## src/rtl/mulseq_pkg.sv

```systemverilog
package mulseq_pkg;

    localparam int OPW_DEF  = 16;
    localparam int BASE_DEF = 38;

    typedef enum logic {
        MODE_UNS = 1'b0,
        MODE_SGN = 1'b1
    } mul_mode_e;

    typedef enum logic {
        ST_IDLE = 1'b0,
        ST_RUN  = 1'b1
    } ctrl_state_e;

    function automatic int max_latency(input int w, input int base);
        return base + 2 * w;
    endfunction

endpackage

```

## src/rtl/mulseq_lat.sv

```systemverilog
module mulseq_lat
    import mulseq_pkg::*;
#(
    parameter int W    = OPW_DEF,
    parameter int BASE = BASE_DEF,
    parameter int CW   = $clog2(max_latency(OPW_DEF, BASE_DEF) + 1)
) (
    input  mul_mode_e        mode,
    input  logic [W-1:0]     src,
    output logic [CW-1:0]    lat
);

    logic [W:0] ext;
    int         feat;

    assign ext = {src, 1'b0};

    always_comb begin
        feat = 0;
        for (int i = 0; i < W; i++) begin
            if (mode == MODE_UNS) begin
                feat = feat + int'(src[i]);
            end else begin
                feat = feat + int'(ext[i+1] ^ ext[i]);
            end
        end
        lat = CW'(BASE + 2 * feat);
    end

endmodule

```

## src/rtl/mulseq_dp.sv

```systemverilog
module mulseq_dp
    import mulseq_pkg::*;
#(
    parameter int W = OPW_DEF
) (
    input  logic           clk,
    input  logic           rst,
    input  logic           load,
    input  mul_mode_e      mode,
    input  logic [W-1:0]   mcand,
    input  logic [W-1:0]   src,
    output logic [2*W-1:0] product
);

    localparam int AW = W + 2;
    localparam int QW = W + 1;
    localparam int SW = $clog2(QW + 1);

    logic [AW-1:0] acc, m_reg, sum;
    logic [QW-1:0] q;
    logic          qm1;
    logic [SW-1:0] step;
    logic          run;
    logic [AW+QW-1:0] full;

    always_comb begin
        unique case ({q[0], qm1})
            2'b01:   sum = acc + m_reg;
            2'b10:   sum = acc - m_reg;
            default: sum = acc;
        endcase
    end

    always_ff @(posedge clk) begin
        if (rst) begin
            acc   <= '0;
            m_reg <= '0;
            q     <= '0;
            qm1   <= 1'b0;
            step  <= '0;
            run   <= 1'b0;
        end else if (load) begin
            acc   <= '0;
            m_reg <= (mode == MODE_SGN) ? {{2{mcand[W-1]}}, mcand} : {2'b00, mcand};
            q     <= (mode == MODE_SGN) ? {src[W-1], src} : {1'b0, src};
            qm1   <= 1'b0;
            step  <= '0;
            run   <= 1'b1;
        end else if (run) begin
            acc  <= {sum[AW-1], sum[AW-1:1]};
            q    <= {sum[0], q[QW-1:1]};
            qm1  <= q[0];
            step <= step + SW'(1);
            if (step == SW'(QW - 1)) begin
                run <= 1'b0;
            end
        end
    end

    assign full    = {acc, q};
    assign product = full[2*W-1:0];

    p_step_range_r1: assert property (@(posedge clk) disable iff (rst)
        run |-> (step < SW'(QW)));

    p_idle_hold_r8: assert property (@(posedge clk) disable iff (rst)
        (!run && !load) |=> $stable(acc) && $stable(q));

endmodule

```

## src/rtl/mulseq_ctrl.sv

```systemverilog
module mulseq_ctrl
    import mulseq_pkg::*;
#(
    parameter int CW = 7
) (
    input  logic          clk,
    input  logic          rst,
    input  logic          start,
    input  logic [CW-1:0] lat,
    output logic          accept,
    output logic          busy,
    output logic          done,
    output logic [CW-1:0] elapsed
);

    ctrl_state_e   state;
    logic [CW-1:0] target;

    assign accept = start && (state == ST_IDLE);
    assign busy   = (state == ST_RUN);
    assign done   = busy && (elapsed == target);

    always_ff @(posedge clk) begin
        if (rst) begin
            state   <= ST_IDLE;
            elapsed <= '0;
            target  <= '0;
        end else if (accept) begin
            state   <= ST_RUN;
            elapsed <= CW'(1);
            target  <= lat;
        end else if (state == ST_RUN) begin
            if (elapsed == target) begin
                state <= ST_IDLE;
            end else begin
                elapsed <= elapsed + CW'(1);
            end
        end
    end

    p_ignore_start_r7: assert property (@(posedge clk) disable iff (rst)
        (busy && start && !done) |=> busy && $stable(target));

    p_count_step_r5: assert property (@(posedge clk) disable iff (rst)
        (busy && !done) |=> busy && (elapsed == $past(elapsed) + CW'(1)));

endmodule

```

## src/rtl/mulseq_top.sv

```systemverilog
module mulseq_top
    import mulseq_pkg::*;
#(
    parameter int W    = OPW_DEF,
    parameter int BASE = BASE_DEF,
    parameter int CW   = $clog2(max_latency(OPW_DEF, BASE_DEF) + 1)
) (
    input  logic           clk,
    input  logic           rst,
    input  logic           start_i,
    input  logic           signed_i,
    input  logic [W-1:0]   mcand_i,
    input  logic [W-1:0]   src_i,
    output logic [2*W-1:0] product_o,
    output logic           busy_o,
    output logic           done_o,
    output logic [CW-1:0]  cycles_o
);

    localparam int MAXLAT = max_latency(W, BASE);

    mul_mode_e     mode;
    logic [CW-1:0] lat;
    logic          accept;

    assign mode = signed_i ? MODE_SGN : MODE_UNS;

    mulseq_lat #(.W(W), .BASE(BASE), .CW(CW)) u_lat (
        .mode (mode),
        .src  (src_i),
        .lat  (lat)
    );

    mulseq_ctrl #(.CW(CW)) u_ctrl (
        .clk     (clk),
        .rst     (rst),
        .start   (start_i),
        .lat     (lat),
        .accept  (accept),
        .busy    (busy_o),
        .done    (done_o),
        .elapsed (cycles_o)
    );

    mulseq_dp #(.W(W)) u_dp (
        .clk     (clk),
        .rst     (rst),
        .load    (accept),
        .mode    (mode),
        .mcand   (mcand_i),
        .src     (src_i),
        .product (product_o)
    );

    p_done_pulse_r6: assert property (@(posedge clk) disable iff (rst)
        done_o |=> !done_o && !busy_o);

    p_done_in_busy_r5: assert property (@(posedge clk) disable iff (rst)
        done_o |-> busy_o);

    p_lat_window_r10: assert property (@(posedge clk) disable iff (rst)
        done_o |-> (cycles_o >= CW'(BASE)) && (cycles_o <= CW'(MAXLAT)));

    p_result_hold_r8: assert property (@(posedge clk) disable iff (rst)
        (!busy_o && !start_i) |=> $stable(product_o) && $stable(cycles_o));

    p_start_rise_r5: assert property (@(posedge clk) disable iff (rst)
        (!busy_o && start_i) |=> busy_o && (cycles_o == CW'(1)));

endmodule

```

## config.mk

```make
export PLATFORM = sky130hd
export DESIGN_NAME = mulseq_top
export DESIGN_NICKNAME = d
export VERILOG_FILES = /design/src/rtl/mulseq_pkg.sv /design/src/rtl/mulseq_lat.sv /design/src/rtl/mulseq_dp.sv /design/src/rtl/mulseq_ctrl.sv /design/src/rtl/mulseq_top.sv
export SDC_FILE = /design/constraint.sdc
export NUM_CORES = 1
export LEC_CHECK = 0
export ABC_AREA = 1
export BUFFER_PORTS_ARGS = -buffer_cell sky130_fd_sc_hd__buf_2
export CORE_ASPECT_RATIO = 0.6
export CORE_MARGIN = 2
export CORE_UTILIZATION = 42
export DETAILED_ROUTE_END_ITERATION = 8
export PLACE_DENSITY = 0.7
export SYNTH_ARGS = -nofsm -noshare
export SYNTH_HDL_FRONTEND = slang
export SYNTH_SLANG_ARGS = --single-unit
```

## constraint.sdc

```tcl
create_clock -name clk -period 7.3 [get_ports clk]
set_clock_uncertainty 0.15 [all_clocks]
set_input_delay 1.095 -clock clk [delete_from_list [all_inputs] [get_ports clk]]
set_output_delay 1.095 -clock clk [all_outputs]
set_load 0.02 [all_outputs]
```

Word-level counts from Yosys, hierarchy flattened. Cells that the tools add are included.

Muxes and demuxes: 30. Bitwise gates (word level): 17. Add/sub/neg operators: 35. Reductions and logical operators: 7. Eq/ne operators: 5.

Operator list (count): adder 6 x 2 -> 6 bit (28); 2-to-1 mux 6 bit (14); 2-to-1 mux 17 bit (3); one-hot mux 18 bit (2 select lines) (1); adder 18 bit (1); 2-to-1 mux 18 bit (1); subtractor 18 bit (1); XOR 1 bit (15); 2-to-1 mux 1 bit (10); adder 7 x 1 -> 7 bit (second input constant) (1); adder 7 bit (first input constant) (1); == test 7 bit (1); adder 5 x 1 -> 5 bit (second input constant) (1); == test 5 bit (second input constant) (1); adder 1 x 1 -> 2 bit (2); AND reduction 2 bit (2); nonzero test 2 bit (2); == test 2 x 1 -> 1 bit (second input constant) (1); == test 2 bit (second input constant) (1); logical AND 1 bit (2); 2-to-1 mux 2 bit (1); inequality test 2 bit (second input constant) (1); NOT 1 bit (2); OR reduction 2 bit (1).

Output and inout bits: 41. Register bits: 74.

Depth between registers and ports, before layout. Gate-level depths: netlist of run 1.

Depth in word-level cells: 32. Depth in mapped cells: 45. Mapped depth without buffers: 45.

Modules after synthesis. A second synthesis of run 1 with hierarchy kept.

Cell total of the unflattened synthesis: 1047. Area, all modules: 6556.3 um^2.

By module, submodules not included: mulseq_dp (seq. area each 1161.1 um^2, area each 3920.0 um^2, instances 1, cells an instance 607); mulseq_lat (seq. area each 0.0 um^2, area each 1801.7 um^2, instances 1, cells an instance 308); mulseq_ctrl (seq. area each 300.3 um^2, area each 834.6 um^2, instances 1, cells an instance 132).

Worst setup path before layout of run 1. No wires, ideal clock.

Kind: input to register. From: input port src_i[1]. To: register u_ctrl.target[5]. Arrival: 6.592 ns. Library setup time: 0.109 ns. Slack: 0.449 ns. Buffers on the path: 0. Stages on the path: 26. Data required time: 7.041 ns. Cells stage by stage: inv_1 xor2_1 inv_1 fa_1 inv_1 ha_1 ha_1 ha_1 ha_1 ha_1 ha_1 ha_1 ha_1 ha_1 ha_1 ha_1 ha_1 ha_1 ha_1 inv_1 ha_1 or2_1 o21ai_1 nand3_1 nand2_1 inv_1.

Cells in the longest elaborated chain, start to end: 32. Elaborated cells on any way between the ends: 48. Those cells by class: 31 x add/sub; 15 x mux; 2 x bitwise.

RTL lines: start, declared (line mulseq_top.sv:13) `input logic [W-1:0] src_i,`; XOR 1 bit (line mulseq_lat.sv:24) `feat = feat + int'(ext[i+1] ^ ext[i]);`; adder 1 x 1 -> 2 bit (line mulseq_lat.sv:24); 2-to-1 mux 2 bit (line mulseq_lat.sv:21) `if (mode == MODE_UNS) begin`; adder 6 x 2 -> 6 bit, on equally long branches (line mulseq_lat.sv:22, mulseq_lat.sv:24); 2-to-1 mux 6 bit * (line mulseq_lat.sv:21); adder 6 x 2 -> 6 bit, on equally long branches (line mulseq_lat.sv:22, mulseq_lat.sv:24); 2-to-1 mux 6 bit * (line mulseq_lat.sv:21); adder 6 x 2 -> 6 bit, on equally long branches (line mulseq_lat.sv:22, mulseq_lat.sv:24); [16 not listed]; 2-to-1 mux 6 bit * (line mulseq_lat.sv:21); adder 6 x 2 -> 6 bit, on equally long branches (line mulseq_lat.sv:22, mulseq_lat.sv:24); 2-to-1 mux 6 bit * (line mulseq_lat.sv:21); adder 6 x 2 -> 6 bit, on equally long branches (line mulseq_lat.sv:22, mulseq_lat.sv:24); 2-to-1 mux 6 bit * (line mulseq_lat.sv:21); adder 6 x 2 -> 6 bit, on equally long branches (line mulseq_lat.sv:22, mulseq_lat.sv:24); 2-to-1 mux 6 bit * (line mulseq_lat.sv:21); adder 7 bit * (line mulseq_lat.sv:27) `lat = CW'(BASE + 2 * feat);`; end signal, assigned (line mulseq_ctrl.sv:31) `target <= lat;`; end, declared (line mulseq_ctrl.sv:17) `logic [CW-1:0] target;`.

Mark *: on every way between the ends. The rest lies on a longest branch, timed or not. A chain may end at the register's enable or synchronous reset.

Final worst setup path of run 1. Ends and elaborated chain as after synthesis.

==> impl_metrics.json, run 1 <==
{
  "outcome": "completed",
  "netlist_instances": 877,
  "max-vdd-ir-drop_v": 0.000226,
  "synth.yosys.warnings": 0,
  "share_seq_of_total_power_pct": 18.2,
  "min_period_over_period_pct": 95.0,
  "cts_tree": "built",
  "detail_route.wirelength_um": 14500,
  "die_width_um": 157,
  "cp-end-kind": "flop",
  "floorplan.core_area_sq_um": 13700,
  "critical_path.max_fanout": 3,
  "setup_tns_ns": 0,
  "synth.top_cells.by_area": "dfxtp_1 (24%), nand2_1 (13%), ha_1 (11%), inv_1 (8.0%), nand3_1 (5.2%)",
  "dp_slack_ns": -0.0403,
  "finalMaxSlewViolations": 0,
  "global_route.overflow_total": 0,
  "number_of_nets_produced_by_synthesis": 967,
  "synth-main-ff-cell": "dfxtp_1",
  "ys_async_sr_fraction_pct": 0,
  "insertion_delay_ns": 0.34,
  "die_area_sq_um": 15100,
  "grt_setup_unrepaired": "no",
  "synth_top_cells_by_count": "nand2_1 (202), inv_1 (126), dfxtp_1 (72)",
  "hp-class": "reg -> reg",
  "i_o_pin_count": 77,
  "min_period_ns": 6.94,
  "post_drt_via_cell_ratio": 4.94,
  "register_to_register_setup_slack_ns": 2.94,
  "avgSynthCellArea_sq_um": 6.73,
  "setup_viol": 0,
  "tightest_slew_ns": 1.04,
  "netlist.top_cell.by_area": "dfxtp_1",
  "power.leakage_nw": 3.31,
  "die_height_um": 95.9,
  "route.vias.total": 5586,
  "gp_congestion": 0.816,
  "grt_max_degree": 36,
  "max_clock_freq_mhz": 144,
  "cts-resized-gates": 0,
  "areaGrowthSynthToFinish_pct": 13.9,
  "dp_hpwl_um": 11100,
  "finish.net_count": 1024,
  "initial_utilization_pct": 43.1,
  "floorplan.rows": 33,
  "worst_slew_margin_rel_pct": 30.5,
  "post_route_cells_drive_above_1_share_pct": 17.3,
  "final.setup.worst_slack_ns": 0.364,
  "proportion_of_synthesized_chip_area_in_sequential_cells_pct": 24.4,
  "routed_len_inst_um": 12.8,
  "cp_data_required_time_ns": 7.38,
  "share_comb_of_total_power_pct": 62.3,
  "switching_power_mw": 1.23,
  "synth.lib_cells_used.distinct": 52,
  "type_of_the_worst_setup_path": "in -> reg",
  "synth_seq_cells": 72,
  "cts-htree-levels": 3,
  "grt_pass1_vias": 4897,
  "clock-sinks": 72,
  "antenna_found_initial": 0,
  "clk_root_buffer_cell": "clkbuf_16",
  "grt_util_all_layers_pct": 20.1,
  "worst_setup_hold_path_clk_slew_ns": 0.06,
  "cts_hold_repair.buffers": 0,
  "drtAntennaViolNets": 0,
  "clk_path_buf_depth": 2,
  "cts_buffers": 9,
  "drc_errors": 0,
  "antenna-diode-count": 0,
  "hold_viol_final": 0,
  "synth_edf_count": 0,
  "synth_largest_type_area_fraction_pct": 24.4,
  "first_pass_grt_wire_length_um": 24100,
  "maxCapViolations": 0,
  "power_per_cell_area_nw_per_um2": 376,
  "drt_iter0_markers": 376,
  "swShare_pct": 48.8,
  "critPathLaunchType": "primary input",
  "numPortBuffers": 76,
  "worstPathArrival_ns": 7.02,
  "detail_route.first_pass.iterations": 6,
  "cts.repair_timing.setup_buffer_count": 0,
  "cell_internal_power_mw": 1.30,
  "post-synth-top-count-cell": "nand2_1",
  "cell_area_after_technology_mapping_sq_um": 5910,
  "clock_power_share_pct": 19.4
}
-- cell usage in the layout (no fill, tap or decap), types with 3 or more instances in the layout --
master and instances:
inv_1 126, buf_2 76, xnor2_1 15, clkbuf_16 9, ha_1 51, nand2_1 202, nand3_1 61, nand2_2 26
o21ai_0 43, a21oi_1 54, clkinv_1 3, nand4_1 13, o211ai_1 11, or2_2 3, dfxtp_1 72, a31oi_1 17
xor2_1 22, buf_4 8, o22ai_1 3, inv_2 5, nor2_2 3, nor2_1 42, nor3_1 8, nand3_2 19
-- kinds of logic (layout without fill, tap and decap cells) --
logic type                 count (synthesis)  count (layout)  synth area share, %
and+or+nand+nor                          390             390                 31.4
buffers and inverters                    172             234                 11.9
AOI/OAI and AO/OA                        150             150                 14.7
DFF                                       72              72                 24.4
adders and majority gates                 54              54                 11.7
xor gates and xnor gates                  38              38                 5.64
muxes                                      1               1                0.169
-- power groups by stage --
stage	clock network, mW	logic [mW]	registers, mW
global placement	0	1.52	0.468
detailed placement	0	1.54	0.467
finish	0.491	1.58	0.460
CTS	0.500	1.56	0.459
floorplan	0	1.26	0.471
global route	0.515	1.81	0.464
-- final cells by class --
type	instances	area, sq um
Clock inverter	5	80.1
Clock buffer	11	243
Multi-Input combinational cell	633	3780
Tap cell	192	240
Sequential cell	72	1440
Inverter	134	503
Timing Repair Buffer	84	440
Fill cell	1397	6980
-- critical path: stages --
cell     delay, ns
buf_2         0.11
inv_1         0.12
xor2_2        0.17
inv_1         0.08
fa_1          0.49
inv_1         0.05
ha_1          0.27
ha_1          0.29
ha_1          0.30
ha_1          0.31
ha_1          0.31
ha_1          0.31
ha_1          0.32
ha_1          0.35
ha_4          0.25
ha_1          0.30
ha_1          0.29
ha_1          0.20
ha_1          0.30
ha_1          0.30
inv_1         0.05
ha_1          0.18
or2_1         0.26
o21ai_1       0.13
nand3_1       0.08
nand2_1       0.06
inv_1         0.03
-- metrics by stage --
stage / instance area (sq um) / hold WS [ns] / total power [mW] / cells / utilization (%)
2_1_floorplan: 5910 / 0.296 / 1.73 / 877 / -
3_3_place_gp: 6390 / 0.317 / 1.99 / 1115 / 46.6
3_5_place_dp: 6390 / 0.317 / 2.01 / 1115 / 46.6
4_1_cts: 6710 / 0.327 / 2.52 / 1131 / 48.9
5_1_grt: 6730 / 0.351 / 2.79 / 1131 / 49.1
6_report: 6730 / 0.337 / 2.53 / 1131 / 49.1
-- final timing paths --
| check | start | to | depth (start not counted) |
|---|---|---|---|
| worst max-delay path | src_i[1] | u_ctrl.target[5]$_SDFFE_PP0P_ | 27 |
| worst min-delay path | u_dp.step[4]$_SDFFE_PP0P_ | u_dp.run$_SDFF_PP0_ | 1 |
| worst min register to register | u_dp.step[4]$_SDFFE_PP0P_ | u_dp.run$_SDFF_PP0_ | 1 |
| worst max register to register | u_dp.m_reg[0]$_SDFFE_PP0P_ | u_dp.acc[16]$_SDFFE_PP0P_ | 27 |
-- metal layers --
metal / global-route usage [%] / up-vias / wire, um
met3: 3.24 / 10 / 820
met4: 4.77 / 0 / 117
met2: 28.2 / 143 / 5520
met1: 31.4 / 2465 / 8030
met5: 0 / - / 0
li1: - / 2968 / -
(Power assumes the default switching activity.)
==> run 2, diff against run 1 <==
- ABC_AREA: 1 -> not set
==> run 2 against run 1 <==
Compared with the run above:
- first-iteration DRC count decreased by 20%
- clock-buffer cell count shrank 1
- setup slack better by 0.028 ns
- critical path type unchanged
- critical endpoint is now u_ctrl.target[6]$_SDFFE_PP0P_
- highest routed layer unchanged
==> impl_metrics.json, run 2 <==
{
  "global_route.overflow_total": 0,
  "antenna_found_initial": 0,
  "die_width_um": 158,
  "critical_path_buf_inv_count": 4,
  "max_clock_freq_mhz": 145,
  "dp_hpwl_um": 10300,
  "final_cell_mix": "nand2_1 (83), nor2_1 (79), buf_2 (76), dfxtp_1 (71), a21oi_1 (55)",
  "avgSynthCellArea_sq_um": 8.26,
  "maxCapViolations": 0,
  "outcome": "completed",
  "finish.net_count": 875,
  "cp-end-kind": "flop",
  "critical_path.max_fanout": 4,
  "finalMaxSlewViolations": 0,
  "reg2regPathDepth": 16,
  "floorplan.core_area_sq_um": 13700,
  "i_o_pin_count": 77,
  "clk_root_buffer_cell": "clkbuf_16",
  "min_period_over_period_pct": 94.6,
  "grt_pass1_vias": 4316,
  "cts_buffers": 9,
  "synth_largest_type_area_fraction_pct": 24.3,
  "post-synth-top-count-cell": "nand2_1",
  "wl_met3_um": 693,
  "cts_tree": "built",
  "worst_slew_margin_rel_pct": 32.0,
  "timing.critical_path.slowest_cell_delay_ns": 0.51,
  "cell_area_after_technology_mapping_sq_um": 5940,
  "drtAntennaViolNets": 0,
  "layout.cells.most_common": "nand2_1",
  "floorplan.rows": 33,
  "critPathLaunchType": "primary input",
  "synth.yosys.warnings": 0,
  "grt_setup_unrepaired": "no",
  "met1Wirelength_um": 7780,
  "clk_path_buf_depth": 2,
  "setup_viol": 0,
  "ys_async_sr_fraction_pct": 0,
  "hp-class": "reg -> reg",
  "grt_max_degree": 54,
  "number_of_nets_produced_by_synthesis": 809,
  "detail_route.wirelength_um": 13500,
  "post_drt_via_cell_ratio": 5.19,
  "gp_congestion": 0.835,
  "drt_iter0_markers": 301,
  "dp_slack_ns": -0.314,
  "synth.top_cells.by_area": "dfxtp_1 (24%), ha_1 (11%), xnor2_1 (7.2%), nand2_1 (5.3%), nor2_1 (5.0%)",
  "synth_seq_cells": 72,
  "netlist.top_cell.by_area": "dfxtp_1",
  "synth-main-ff-cell": "dfxtp_1",
  "detail_route_met2_wl_um": 4970,
  "synth_edf_count": 0,
  "cp_data_required_time_ns": 7.39,
  "crit_top_cell": "ha_4",
  "detail_route.first_pass.iterations": 5,
  "hold_depth": 2,
  "insertion_delay_ns": 0.34,
  "grt_util_all_layers_pct": 18.0,
  "critPathTopFamily": "adder cells",
  "min_period_ns": 6.91,
  "die_height_um": 96.1,
  "clock-sinks": 72,
  "initial_utilization_pct": 43.2,
  "route.vias.total": 5101,
  "worstPathArrival_ns": 7.00,
  "hold_viol_final": 0,
  "cts.repair_timing.setup_buffer_count": 0,
  "proportion_of_synthesized_chip_area_in_sequential_cells_pct": 24.3,
  "n_fill_cell": 1358,
  "timing.critical_path.depth": 27,
  "top_signal_layer_used": "met4",
  "crit_path_slowest_cell": "fa_1",
  "areaGrowthSynthToFinish_pct": 16.4,
  "cts-htree-levels": 3,
  "first_pass_grt_wire_length_um": 21400,
  "die_area_sq_um": 15100,
  "tightest_slew_ns": 1.02,
  "post_route_cells_drive_above_1_share_pct": 19.6,
  "netlist_instances": 719,
  "synth.lib_cells_used.distinct": 73,
  "numPortBuffers": 76,
  "drc_errors": 0,
  "synth_top_cells_by_count": "nand2_1 (84), nor2_1 (79), dfxtp_1 (72)",
  "routed_len_inst_um": 13.8,
  "type_of_the_worst_setup_path": "in -> reg",
  "worst_setup_hold_path_clk_slew_ns": 0.07,
  "final.setup.worst_slack_ns": 0.393,
  "antenna-diode-count": 0
}
run 2: logic make-up (layout without fill, tap and decap cells):
| group | Yosys count | count (layout) | synth area share (%) |
|---|---|---|---|
| flops | 72 | 72 | 24.3 |
| compound gates | 156 | 156 | 17.4 |
| mux | 27 | 27 | 4.57 |
| fa+ha+maj | 60 | 60 | 12.7 |
| simple gates | 235 | 235 | 18.1 |
| buf+inv | 81 | 152 | 6.15 |
| xor+xnor | 88 | 88 | 16.8 |
run 2: final timing paths:
path                            slack (ns)                             to                        from
worst max-delay path                  0.39  u_ctrl.target[6]$_SDFFE_PP0P_                    signed_i
worst min-delay path                  0.34     u_dp.m_reg[1]$_SDFFE_PP0P_  u_dp.m_reg[1]$_SDFFE_PP0P_
worst max register to register        2.54      u_dp.acc[16]$_SDFFE_PP0P_      u_dp.q[0]$_SDFFE_PP0P_
worst min register to register        0.34     u_dp.m_reg[1]$_SDFFE_PP0P_  u_dp.m_reg[1]$_SDFFE_PP0P_
run 2: worst register-to-register path, cell delays in order (launching register included):
cell and delay [ns]:
dfxtp_1 0.44, ha_1 0.62, mux2i_1 0.42, ha_1 0.29, nor2b_1 0.12, o21ai_0 0.19, a21oi_1 0.12, o21ai_0 0.22
a21oi_1 0.12, o21ai_0 0.21, a21oi_1 0.12, o21ai_0 0.43, a211oi_1 0.19, o41ai_1 0.43, xor2_1 0.13, or3_1 0.35
a21oi_1 0.13
run 2: metrics by stage:
step	std cells	hold slack, ns	TNS, ns	utilization [%]	cell area (sq um)
floorplan	719	0.295	0	-	5940
global placement	966	0.328	-0.344	47.5	6530
global route	982	0.359	0	50.3	6910
detailed placement	966	0.333	-0.817	47.5	6530
CTS	982	0.343	0	49.7	6840
finish	982	0.344	0	50.3	6910
run 2: what timing repair did:
item | CTS | global route
hold buffers | 0 | 0
setup endpoints to repair | 0 | 3
gates resized for setup | 0 | 7
run 2: layer usage:
layer  global-route usage [%]  up-vias
li1                         -     2631
met1                     29.3     2332
met2                     23.5      126
met3                     3.87       12
met4                     3.41        0
met5                        0        -
run 2: cell type report:
cell class / instances / area (sq um) / area share [%]
repair buffers: 103 / 583 / 8.43
inverters: 33 / 124 / 1.79
flip-flops and latches: 72 / 1440 / 20.9
clock inverters: 6 / 72.6 / 1.05
clock buffers: 10 / 239 / 3.46
well taps: 192 / 240 / 3.47
multi-input cells: 566 / 4210 / 60.9
Power of run 2 is left out: the tool's default activity adds up to more than one toggle a clock period on the data nets, which glitch-free logic cannot reach.
